## src/rtl/xcpt_pkg.sv

```systemverilog
package xcpt_pkg;

    localparam int XLEN    = 32;
    localparam int CAUSE_W = 4;
    localparam int NSTAGE  = 4;   // tracked stages: decode, execute, memory, writeback

    typedef logic [CAUSE_W-1:0] cause_t;

    localparam cause_t CAUSE_OVF  = cause_t'(0);
    localparam cause_t CAUSE_XMISS = cause_t'(1);

    typedef struct packed {
        logic            valid;
        logic [XLEN-1:0] pc;
        logic            wr;
        logic            st;
        logic            exc;
        cause_t          cause;
    } slot_t;

    function automatic logic add_overflows(input logic [XLEN-1:0] a,
                                           input logic [XLEN-1:0] b);
        logic [XLEN-1:0] s;
        s = a + b;
        return (a[XLEN-1] == b[XLEN-1]) && (s[XLEN-1] != a[XLEN-1]);
    endfunction

endpackage

```

## src/rtl/xcpt_stage_reg.sv

```systemverilog
module xcpt_stage_reg
    import xcpt_pkg::*;
(
    input  logic  clk,
    input  logic  rst,
    input  logic  flush,
    input  slot_t d,
    output slot_t q
);

    always_ff @(posedge clk) begin
        if (rst || flush) begin
            q <= '0;
        end else begin
            q <= d;
        end
    end

endmodule

```

## src/rtl/xcpt_detect.sv

```systemverilog
module xcpt_detect
    import xcpt_pkg::*;
(
    input  slot_t           cur_id,
    input  slot_t           cur_ex,
    input  slot_t           cur_mem,
    input  logic            id_writes_reg,
    input  logic            id_is_store,
    input  logic            ex_trap_add,
    input  logic [XLEN-1:0] ex_op_a,
    input  logic [XLEN-1:0] ex_op_b,
    input  logic            mem_tlb_miss,
    input  logic            trap_now,
    output slot_t           nxt_ex,
    output slot_t           nxt_mem,
    output slot_t           nxt_wb,
    output logic            mem_store_en
);

    logic ovf_hit;
    logic miss_hit;

    // decode: attach the instruction's register/store attributes
    always_comb begin
        nxt_ex    = cur_id;
        nxt_ex.wr = cur_id.valid & id_writes_reg;
        nxt_ex.st = cur_id.valid & id_is_store;
    end

    // execute: trapping signed add overflow
    assign ovf_hit = cur_ex.valid && ex_trap_add && add_overflows(ex_op_a, ex_op_b);

    always_comb begin
        nxt_mem = cur_ex;
        if (!cur_ex.exc && ovf_hit) begin
            nxt_mem.exc   = 1'b1;
            nxt_mem.cause = CAUSE_OVF;
        end
    end

    // memory: translation miss, an earlier exception keeps its cause
    assign miss_hit = cur_mem.valid && mem_tlb_miss;

    always_comb begin
        nxt_wb = cur_mem;
        if (!cur_mem.exc && miss_hit) begin
            nxt_wb.exc   = 1'b1;
            nxt_wb.cause = CAUSE_XMISS;
        end
    end

    assign mem_store_en = cur_mem.valid && cur_mem.st && !nxt_wb.exc && !trap_now;

endmodule

```

## src/rtl/xcpt_trap_ctrl.sv

```systemverilog
module xcpt_trap_ctrl
    import xcpt_pkg::*;
#(
    parameter logic [XLEN-1:0] RESET_PC   = '0,
    parameter logic [XLEN-1:0] HANDLER_PC = 32'h0000_0080,
    parameter logic [XLEN-1:0] PC_STEP    = 32'd4
) (
    input  logic            clk,
    input  logic            rst,
    input  slot_t           cur_wb,
    output logic            trap_now,
    output logic            wb_reg_we,
    output logic [XLEN-1:0] fetch_pc,
    output cause_t          trap_cause,
    output logic [XLEN-1:0] trap_epc
);

    assign trap_now  = cur_wb.valid && cur_wb.exc;
    assign wb_reg_we = cur_wb.valid && cur_wb.wr && !cur_wb.exc;

    always_ff @(posedge clk) begin
        if (rst) begin
            fetch_pc <= RESET_PC;
        end else if (trap_now) begin
            fetch_pc <= HANDLER_PC;
        end else begin
            fetch_pc <= fetch_pc + PC_STEP;
        end
    end

    always_ff @(posedge clk) begin
        if (rst) begin
            trap_cause <= '0;
            trap_epc   <= '0;
        end else if (trap_now) begin
            trap_cause <= cur_wb.cause;
            trap_epc   <= cur_wb.pc;
        end
    end

    p_redirect_r6: assert property (@(posedge clk) disable iff (rst)
        trap_now |=> fetch_pc == HANDLER_PC);

    p_epc_r7: assert property (@(posedge clk) disable iff (rst)
        trap_now |=> trap_epc == $past(cur_wb.pc));

    p_hold_r7: assert property (@(posedge clk) disable iff (rst)
        !trap_now |=> $stable(trap_cause) && $stable(trap_epc));

    p_single_r9: assert property (@(posedge clk) disable iff (rst)
        trap_now |=> !trap_now);

endmodule

```

## src/rtl/precise_trap_ctrl.sv

```systemverilog
module precise_trap_ctrl
    import xcpt_pkg::*;
#(
    parameter logic [XLEN-1:0] RESET_PC   = '0,
    parameter logic [XLEN-1:0] HANDLER_PC = 32'h0000_0080,
    parameter logic [XLEN-1:0] PC_STEP    = 32'd4
) (
    input  logic               clk,
    input  logic               rst,
    input  logic               fetch_valid,
    input  logic               id_writes_reg,
    input  logic               id_is_store,
    input  logic               ex_trap_add,
    input  logic [XLEN-1:0]    ex_op_a,
    input  logic [XLEN-1:0]    ex_op_b,
    input  logic               mem_tlb_miss,
    output logic [XLEN-1:0]    fetch_pc,
    output logic [NSTAGE-1:0]  stage_valid,
    output logic               mem_store_en,
    output logic               wb_reg_we,
    output logic               trap_take,
    output logic [CAUSE_W-1:0] trap_cause,
    output logic [XLEN-1:0]    trap_epc
);

    localparam int S_ID  = 0;
    localparam int S_EX  = 1;
    localparam int S_MEM = 2;
    localparam int S_WB  = 3;

    slot_t nxt [NSTAGE];
    slot_t cur [NSTAGE];

    // slot entering decode comes straight from fetch
    always_comb begin
        nxt[S_ID]       = '0;
        nxt[S_ID].valid = fetch_valid;
        nxt[S_ID].pc    = fetch_pc;
    end

    genvar k;
    generate
        for (k = 0; k < NSTAGE; k++) begin : g_stage
            xcpt_stage_reg u_reg (
                .clk   (clk),
                .rst   (rst),
                .flush (trap_take),
                .d     (nxt[k]),
                .q     (cur[k])
            );
            assign stage_valid[k] = cur[k].valid;
        end
    endgenerate

    xcpt_detect u_detect (
        .cur_id        (cur[S_ID]),
        .cur_ex        (cur[S_EX]),
        .cur_mem       (cur[S_MEM]),
        .id_writes_reg (id_writes_reg),
        .id_is_store   (id_is_store),
        .ex_trap_add   (ex_trap_add),
        .ex_op_a       (ex_op_a),
        .ex_op_b       (ex_op_b),
        .mem_tlb_miss  (mem_tlb_miss),
        .trap_now      (trap_take),
        .nxt_ex        (nxt[S_EX]),
        .nxt_mem       (nxt[S_MEM]),
        .nxt_wb        (nxt[S_WB]),
        .mem_store_en  (mem_store_en)
    );

    xcpt_trap_ctrl #(
        .RESET_PC   (RESET_PC),
        .HANDLER_PC (HANDLER_PC),
        .PC_STEP    (PC_STEP)
    ) u_trap (
        .clk        (clk),
        .rst        (rst),
        .cur_wb     (cur[S_WB]),
        .trap_now   (trap_take),
        .wb_reg_we  (wb_reg_we),
        .fetch_pc   (fetch_pc),
        .trap_cause (trap_cause),
        .trap_epc   (trap_epc)
    );

    p_flush_r5: assert property (@(posedge clk) disable iff (rst)
        trap_take |=> stage_valid == '0);

    p_ovf_rec_r3: assert property (@(posedge clk) disable iff (rst)
        (cur[S_EX].valid && !cur[S_EX].exc && ex_trap_add
         && add_overflows(ex_op_a, ex_op_b) && !trap_take)
        |=> cur[S_MEM].exc && cur[S_MEM].cause == CAUSE_OVF);

    p_miss_rec_r4: assert property (@(posedge clk) disable iff (rst)
        (cur[S_MEM].valid && !cur[S_MEM].exc && mem_tlb_miss && !trap_take)
        |=> cur[S_WB].exc && cur[S_WB].cause == CAUSE_XMISS);

endmodule

```

## config.mk

```make
export PLATFORM = sky130hd
export DESIGN_NAME = precise_trap_ctrl
export DESIGN_NICKNAME = d
export VERILOG_FILES = /design/src/rtl/xcpt_pkg.sv /design/src/rtl/xcpt_stage_reg.sv /design/src/rtl/xcpt_detect.sv /design/src/rtl/xcpt_trap_ctrl.sv /design/src/rtl/precise_trap_ctrl.sv
export SDC_FILE = /design/constraint.sdc
export NUM_CORES = 1
export LEC_CHECK = 0
export BUFFER_PORTS_ARGS = -buffer_cell sky130_fd_sc_hd__buf_2
export CAP_MARGIN = 5
export CORE_UTILIZATION = 57
export DETAILED_ROUTE_END_ITERATION = 10
export PLACE_DENSITY = 0.8
export SLEW_MARGIN = 10
export SYNTH_ARGS = -nofsm -noshare
export SYNTH_HDL_FRONTEND = slang
export SYNTH_SLANG_ARGS = --single-unit
export TNS_END_PERCENT = 10
```

## constraint.sdc

```tcl
create_clock -name clk -period 3.1 [get_ports clk]
set_clock_uncertainty 0.1 [all_clocks]
set_input_delay 0.31 -clock clk [delete_from_list [all_inputs] [get_ports clk]]
set_output_delay 0.31 -clock clk [all_outputs]
set_load 0.02 [all_outputs]
```

==> out/metrics.yaml, run 1 <==
post-route-period-util: 0.784
synth-xor-area-share: 0.0331
ys_top_cells_by_count: "dfxtp_1 (193), and2_1 (128), nand2_1 (88)"
path_class: "flip-flop to flip-flop"
clk_path_buf_depth: 2
final_cell_area_um2: 7980
core_um2: 11100
hold_viol: 0
crit_chain: "nand2_1 -> clkinv_1 -> nor2_4 -> buf_4 -> and2_1 -> o311a_1"
synth_compound_area_frac: 0.0526
synth_top_area_share: 0.584
synthMuxAreaShare: 0
synth_cell_types: 34
clock-sinks: 193
first_iter_violations: 243
path_delay_family: "simple AND/OR/NAND/NOR gates"
setup_tns_ns: 0
antenna_found_initial: 0
cp_slowest_cell: "nor2_4"
synthAdderAreaFrac: 0.0586
numCtsBuffers: 17
synth.avg_cell_area_um2: 10.1
grt_max_degree: 80
crit_buf_inv: 2
fp.dieW_um: 110
gp_congestion: 0.818
relSlewSlack: 0.264
path_clk_slew_ns: 0.06
num_rows: 38
placed_area_um2: 7360
max_freq_ghz: 0.412
clk_latency_ns: 0.42
cts_tree: "yes"
worstPathRequired_ns: 3.36
grt_pass1_wl_mm: 19.5
io_pins: 146
ys_ff_latch: 193
peakVddDrop_uv: 420
ys.warnings.count: 0
end_kind: "flip-flop"
max_cap_violations: 0
synthTopCellsByArea: "dfxtp_1 (58%), and2_1 (12%), ha_1 (5.9%), nand2_1 (5.0%), a21oi_1 (3.9%)"
crit_fanout: 79
synth-async-reset-ratio: 0
rsz0062_at_grt: "false"
worstMarginPinSlew_ns: 1.10
netlist.top_cell.by_area: "dfxtp_1"
worst_hold_path_type: "input pin to flip-flop"
antenna_cells: 0
post-route-min-period_ns: 2.43
port_buffers: 138
synth_most_common_cell: "dfxtp_1"
cts.repair.resized: 0
cp_data_arrival_time_ns: 2.69
syn_to_final_growth_pct: 20.6
num_vias: 4563
grt_pass1_vias: 4341
vias_per_cell: 4.86
maxSlewViolCount: 0
start_kind: "flip-flop"
die_area_um2: 12000
setup_violations: 0
die_h_um: 110
postRouteAntennaNets: 0
dp_hpwl_mm: 8.10
cts_root_buf: "clkbuf_16"
register_area_um2: 3860
grt_overflow_total: 0
status: "complete, no violations"
drive_above_1_share: 0.227
synth-main-ff-cell: "dfxtp_1"
synth_top_family_by_area: "simple AND/OR/NAND/NOR gates"
grt_use_total: 0.212
multi_input_area_um2: 2580
wl_per_cell_um: 12.5
cts-htree-levels: 4
syn_inst: 655
critPathMaxStageDelay_ns: 0.84
p_leak_nw: 3.58
start_util: 0.597
yosys.area_share.simple: 0.241
synth_edf_count: 0
dr.pass1.iters: 4
p_per_area_nw_per_um2: 610
final_net_count: 888
drcViolationCount: 0
routed_wl_mm: 11.7
seq_area_frac_synth: 0.584
synthesis.area_um2: 6610
nFillCells: 839
-- worst paths after layout --
check                                            start                     end  slack [ns]  cells after the start
worst max-delay path            g_stage[3].u_reg.q[39]   g_stage[2].u_reg.q[4]        0.67                      6
worst min-delay path                     id_writes_reg   g_stage[1].u_reg.q[6]        0.02                      2
worst max register to register  g_stage[3].u_reg.q[39]   g_stage[2].u_reg.q[4]        0.67                      6
worst min register to register  g_stage[1].u_reg.q[13]  g_stage[2].u_reg.q[13]        0.32                      1
-- state kept, by name (all words and copies together), names as in the netlist --
name / count
g_stage.u_reg.q: 132
u_trap.fetch_pc: 30
u_trap.trap_cause: 1
u_trap.trap_epc: 30
-- placed cells by master (no fill, tap or decap), types with 7 or more instances in the layout --
master | synthesis | routed
conb_1 | 1 | 7
o21ai_0 | 7 | 7
clkbuf_16 | 0 | 17
xor2_1 | 19 | 19
a21oi_1 | 51 | 51
ha_1 | 31 | 31
buf_2 | 0 | 138
dfxtp_1 | 193 | 193
nand4_1 | 15 | 15
nand3_1 | 7 | 7
and3_1 | 7 | 7
nor2_1 | 38 | 37
nand2_1 | 88 | 88
and2_1 | 128 | 128
-- routing by layer --
layer | up-vias | share of wire | global-route usage
met1 | 2038 | 0.46 | 0.249
li1 | 2377 | - | -
met2 | 118 | 0.47 | 0.355
met4 | 0 | 0.026 | 0.0933
met3 | 30 | 0.047 | 0.0658
met5 | - | 0 | 0
-- cell type report --
cell class / count / area share
Tap cell: 140 / 0.0220
Clock buffer: 22 / 0.0607
Timing Repair Buffer: 144 / 0.0926
Clock inverter: 10 / 0.0157
Inverter: 2 / 0.000941
Multi-Input combinational cell: 428 / 0.324
Sequential cell: 193 / 0.484
-- repair_timing --
| action | in CTS | in global routing |
|---|---|---|
| setup buffers | 0 | 0 |
| hold buffers | 1 | 0 |
| endpoints found under the hold margin | 1 | 0 |
-- metrics by stage --
| stage | hold WS (ns) | setup slack [ns] | total power, mW | utilization | instances |
|---|---|---|---|---|---|
| after CTS | 0.00547 | 0.639 | 4.90 | 0.720 | 939 |
| final | 0.0181 | 0.671 | 4.86 | 0.720 | 939 |
| after detailed placement | 0.310 | 0.687 | 2.74 | 0.664 | 906 |
| after global routing | 0.00980 | 0.330 | 5.04 | 0.720 | 939 |
| after global placement | 0.308 | 0.777 | 2.73 | 0.664 | 906 |
| after floorplan | 0.306 | 1.19 | 2.67 | - | 661 |
-- power breakdown --
group / internal, mW / leakage (nW) / switching (mW)
Sequential: 2.49 / 1.56 / 0.00695
Combinational: 0.0813 / 1.72 / 0.109
Clock: 1.29 / 0.303 / 0.891
-- kinds of logic (layout without fill, tap and decap cells) --
| logic type | count (synthesis) | in the layout |
|---|---|---|
| AO/OA/AOI/OAI | 65 | 65 |
| AND/OR/NAND/NOR | 300 | 300 |
| adder cells (fa/ha/maj) | 31 | 31 |
| other | 1 | 7 |
| flip-flops | 193 | 193 |
| XOR/XNOR | 25 | 25 |
| buffers and inverters | 40 | 178 |
Note: power is estimated with default switching activity, not from simulation.
==> inputs of run 2 (changes only) <==
- ABC_AREA: unset -> 1
- CORE_UTILIZATION: 57 -> 49
- PLACE_DENSITY: 0.8 -> 0.72
- clock period: 3.1 -> 2 ns (I/O delays scaled with it)
==> run 2 against run 1 <==
  * Die area increased by 26%
  * Non-clock buffer count increased by 14
  * Global-route usage decreased by 1.5 points
  * Clock power increased by 48%
  * Highest routed layer unchanged
==> out/metrics.yaml, run 2 <==
p_comb_frac: 0.048  # +0.009
drcViolationCount: 0  # unchanged
grt_pass1_wl_mm: 23.1  # +19%
wl_per_cell_um: 11.2  # -10%
numCtsBuffers: 17  # unchanged
crit_buf_inv: 3  # +1
antenna_cells: 0  # unchanged
fp.dieW_um: 123  # +12%
synthesis.area_um2: 7210  # +9.0%
end_kind: "output port"
netlist.top_cell.by_area: "dfxtp_1"
cts-htree-levels: 4  # unchanged
grt_pass1_vias: 5021  # +16%
synth-main-ff-cell: "dfxtp_1"
hold_ws_ns: 0.0410  # +0.0229 ns
die_area_um2: 15200  # +26%
port_buffers: 138  # unchanged
synth-async-reset-ratio: 0  # unchanged
synthAdderAreaFrac: 0.0538  # -0.00484
p_per_area_nw_per_um2: 853  # +40%
cp_data_arrival_time_ns: 1.49  # -1.20 ns
ys.warnings.count: 0  # unchanged
synth-xor-area-share: 0.00121  # -0.0319
yosys.area_share.simple: 0.247  # +0.00596
final_net_count: 1150  # +30%
synth_edf_count: 0  # unchanged
cts.repair.resized: 0  # unchanged
critPathMaxStageDelay_ns: 0.34  # -0.50 ns
ctsHoldBuffers: 7  # +6
die_h_um: 123  # +12%
setup_tns_ns: 0  # unchanged
final_cell_mix: "dfxtp_1 (193), nor2_1 (171), nand2_1 (167)"
clock-sinks: 193  # unchanged
status: "complete, no violations"
cts_tree: "yes"
path_delay_family: "buffers and inverters"
synth_most_common_cell: "dfxtp_1"
synth_top_area_share: 0.536  # -0.0483
maxSlewViolCount: 0  # unchanged
start_util: 0.511  # -0.0856
synthMuxAreaShare: 0  # unchanged
syn_to_final_growth_pct: 21.1
peakVddDrop_uv: 580  # +38%
synth_compound_area_frac: 0.0502  # -0.00244
max_cap_violations: 0  # unchanged
grt_max_degree: 45  # -44%
post-route-period-util: 0.893
num_vias: 5555  # +22%
num_rows: 43  # +13%
clk_path_buf_depth: 2  # unchanged
syn_inst: 903  # +38%
switchingPower_mw: 1.60  # +59%
synth.avg_cell_area_um2: 7.98  # -21%
post-route-min-period_ns: 1.79
grt_use_total: 0.197  # -0.0149
p_seq_frac: 0.520  # +0.007
gp_congestion: 0.863  # +5.5%
cts_setup_buffers: 0  # unchanged
seq_area_frac_synth: 0.536  # -0.0483
synthTopCellsByArea: "dfxtp_1 (54%), nor2_1 (8.9%), nand2_1 (8.7%), inv_1 (8.1%), ha_1 (5.4%)"
path_clk_slew_ns: 0.06  # about the same
crit_fanout: 34  # -57%
dr.pass1.iters: 6  # +2
rsz0062_at_grt: "false"
largest_register: "g_stage.u_reg.q"
drive_above_1_share: 0.199  # -0.0277
top_regs: "g_stage.u_reg.q x132, u_trap.fetch_pc x30, u_trap.trap_epc x30"
synth_cell_types: 33  # -2.9%
setup_violations: 0  # unchanged
start_kind: "flip-flop"
hold_viol: 0  # unchanged
max_freq_ghz: 0.560
core_um2: 14100  # +27%
worst_hold_path_type: "input pin to flip-flop"
layout_commonest_cell: "dfxtp_1"
dp_hpwl_mm: 9.97  # +23%
p_leak_nw: 3.79  # +6.1%
grt_overflow_total: 0  # unchanged
pwr-share-clk: 0.433  # -0.015
postRouteAntennaNets: 0  # unchanged
path_class: "flip-flop to output port"
worstPathRequired_ns: 1.70  # -1.66 ns
antenna_found_initial: 0  # unchanged
swShare: 0.215  # +0.00781
synth_top_family_by_area: "simple AND/OR/NAND/NOR gates"
ys_top_cells_by_count: "dfxtp_1 (193), nor2_1 (171), nand2_1 (167)"
io_pins: 146  # unchanged
first_iter_violations: 367  # +51%
p_int_mw: 5.85  # +52%
clk_latency_ns: 0.42  # about the same
ys_ff_latch: 193  # unchanged
cp_slowest_cell: "dfxtp_1"
crit_chain: "nand2_1 -> inv_2 -> buf_4 -> nor2_1 -> buf_2"
routed_wl_mm: 13.9  # +18%
cts_root_buf: "clkbuf_16"
vias_per_cell: 4.48  # -7.9%
largest_reg_flops: 132  # unchanged
-- run 2: worst paths after layout --
| kind | start | end | slack, ns | depth (start not counted) |
|---|---|---|---|---|
| max | g_stage[3].u_reg.q[39] | mem_store_en | 0.21 | 5 |
| max reg2reg | u_trap.fetch_pc[2] | u_trap.fetch_pc[22] | 0.34 | 8 |
| min | ex_op_b[31] | g_stage[2].u_reg.q[4] | 0.04 | 5 |
| min reg2reg | g_stage[0].u_reg.q[21] | g_stage[1].u_reg.q[21] | 0.30 | 2 |
-- run 2: kinds of logic after synthesis --
group	count (synthesis)
buffers and inverters	199
xor gates and xnor gates	1
and+or+nand+nor	407
other	1
AOI/OAI and AO/OA	71
DFF	193
adders and majority gates	31
-- run 2: worst min-delay path, delay by kind of cell --
family        cells  cell delay (ns)
simple gates      4             0.22
buf+inv           1             0.10
-- run 2: through the flow --
step                      setup slack [ns]  instances  utilization  power (mW)  instance area [um2]
final                                0.214       1241        0.620        7.45                 8730
after global routing                 0.106       1241        0.620        7.73                 8730
after CTS                            0.176       1241        0.620        7.53                 8730
after detailed placement             0.365       1202        0.574        4.30                 8090
after global placement               0.436       1202        0.574        4.30                 8090
after floorplan                      0.345        909            -        4.18                 7230
-- run 2: final cells by class --
class | instances | area [um2]
Inverter | 161 | 607
Tap cell | 180 | 225
Timing Repair Buffer | 158 | 896
Clock buffer | 23 | 478
Multi-Input combinational cell | 517 | 2560
Sequential cell | 193 | 3860
Fill cell | 1257 | 5360
Clock inverter | 9 | 100
-- run 2: routing by layer --
| layer | wire [um] | part of all wire | global-route usage | vias to the layer above |
|---|---|---|---|---|
| met5 | 0 | 0 | 0 | - |
| met4 | 203 | 0.015 | 0.0663 | 0 |
| met3 | 764 | 0.055 | 0.0535 | 15 |
| met2 | 6280 | 0.45 | 0.312 | 167 |
| met1 | 6620 | 0.48 | 0.259 | 2377 |
| li1 | - | - | - | 2996 |
-- run 2: power groups by stage --
stage | sequential [mW] | clock, mW | combinational [mW]
after floorplan | 3.96 | 0 | 0.221
after global placement | 3.96 | 0 | 0.340
after detailed placement | 3.96 | 0 | 0.346
after CTS | 3.87 | 3.30 | 0.359
after global routing | 3.87 | 3.46 | 0.410
final | 3.87 | 3.22 | 0.355
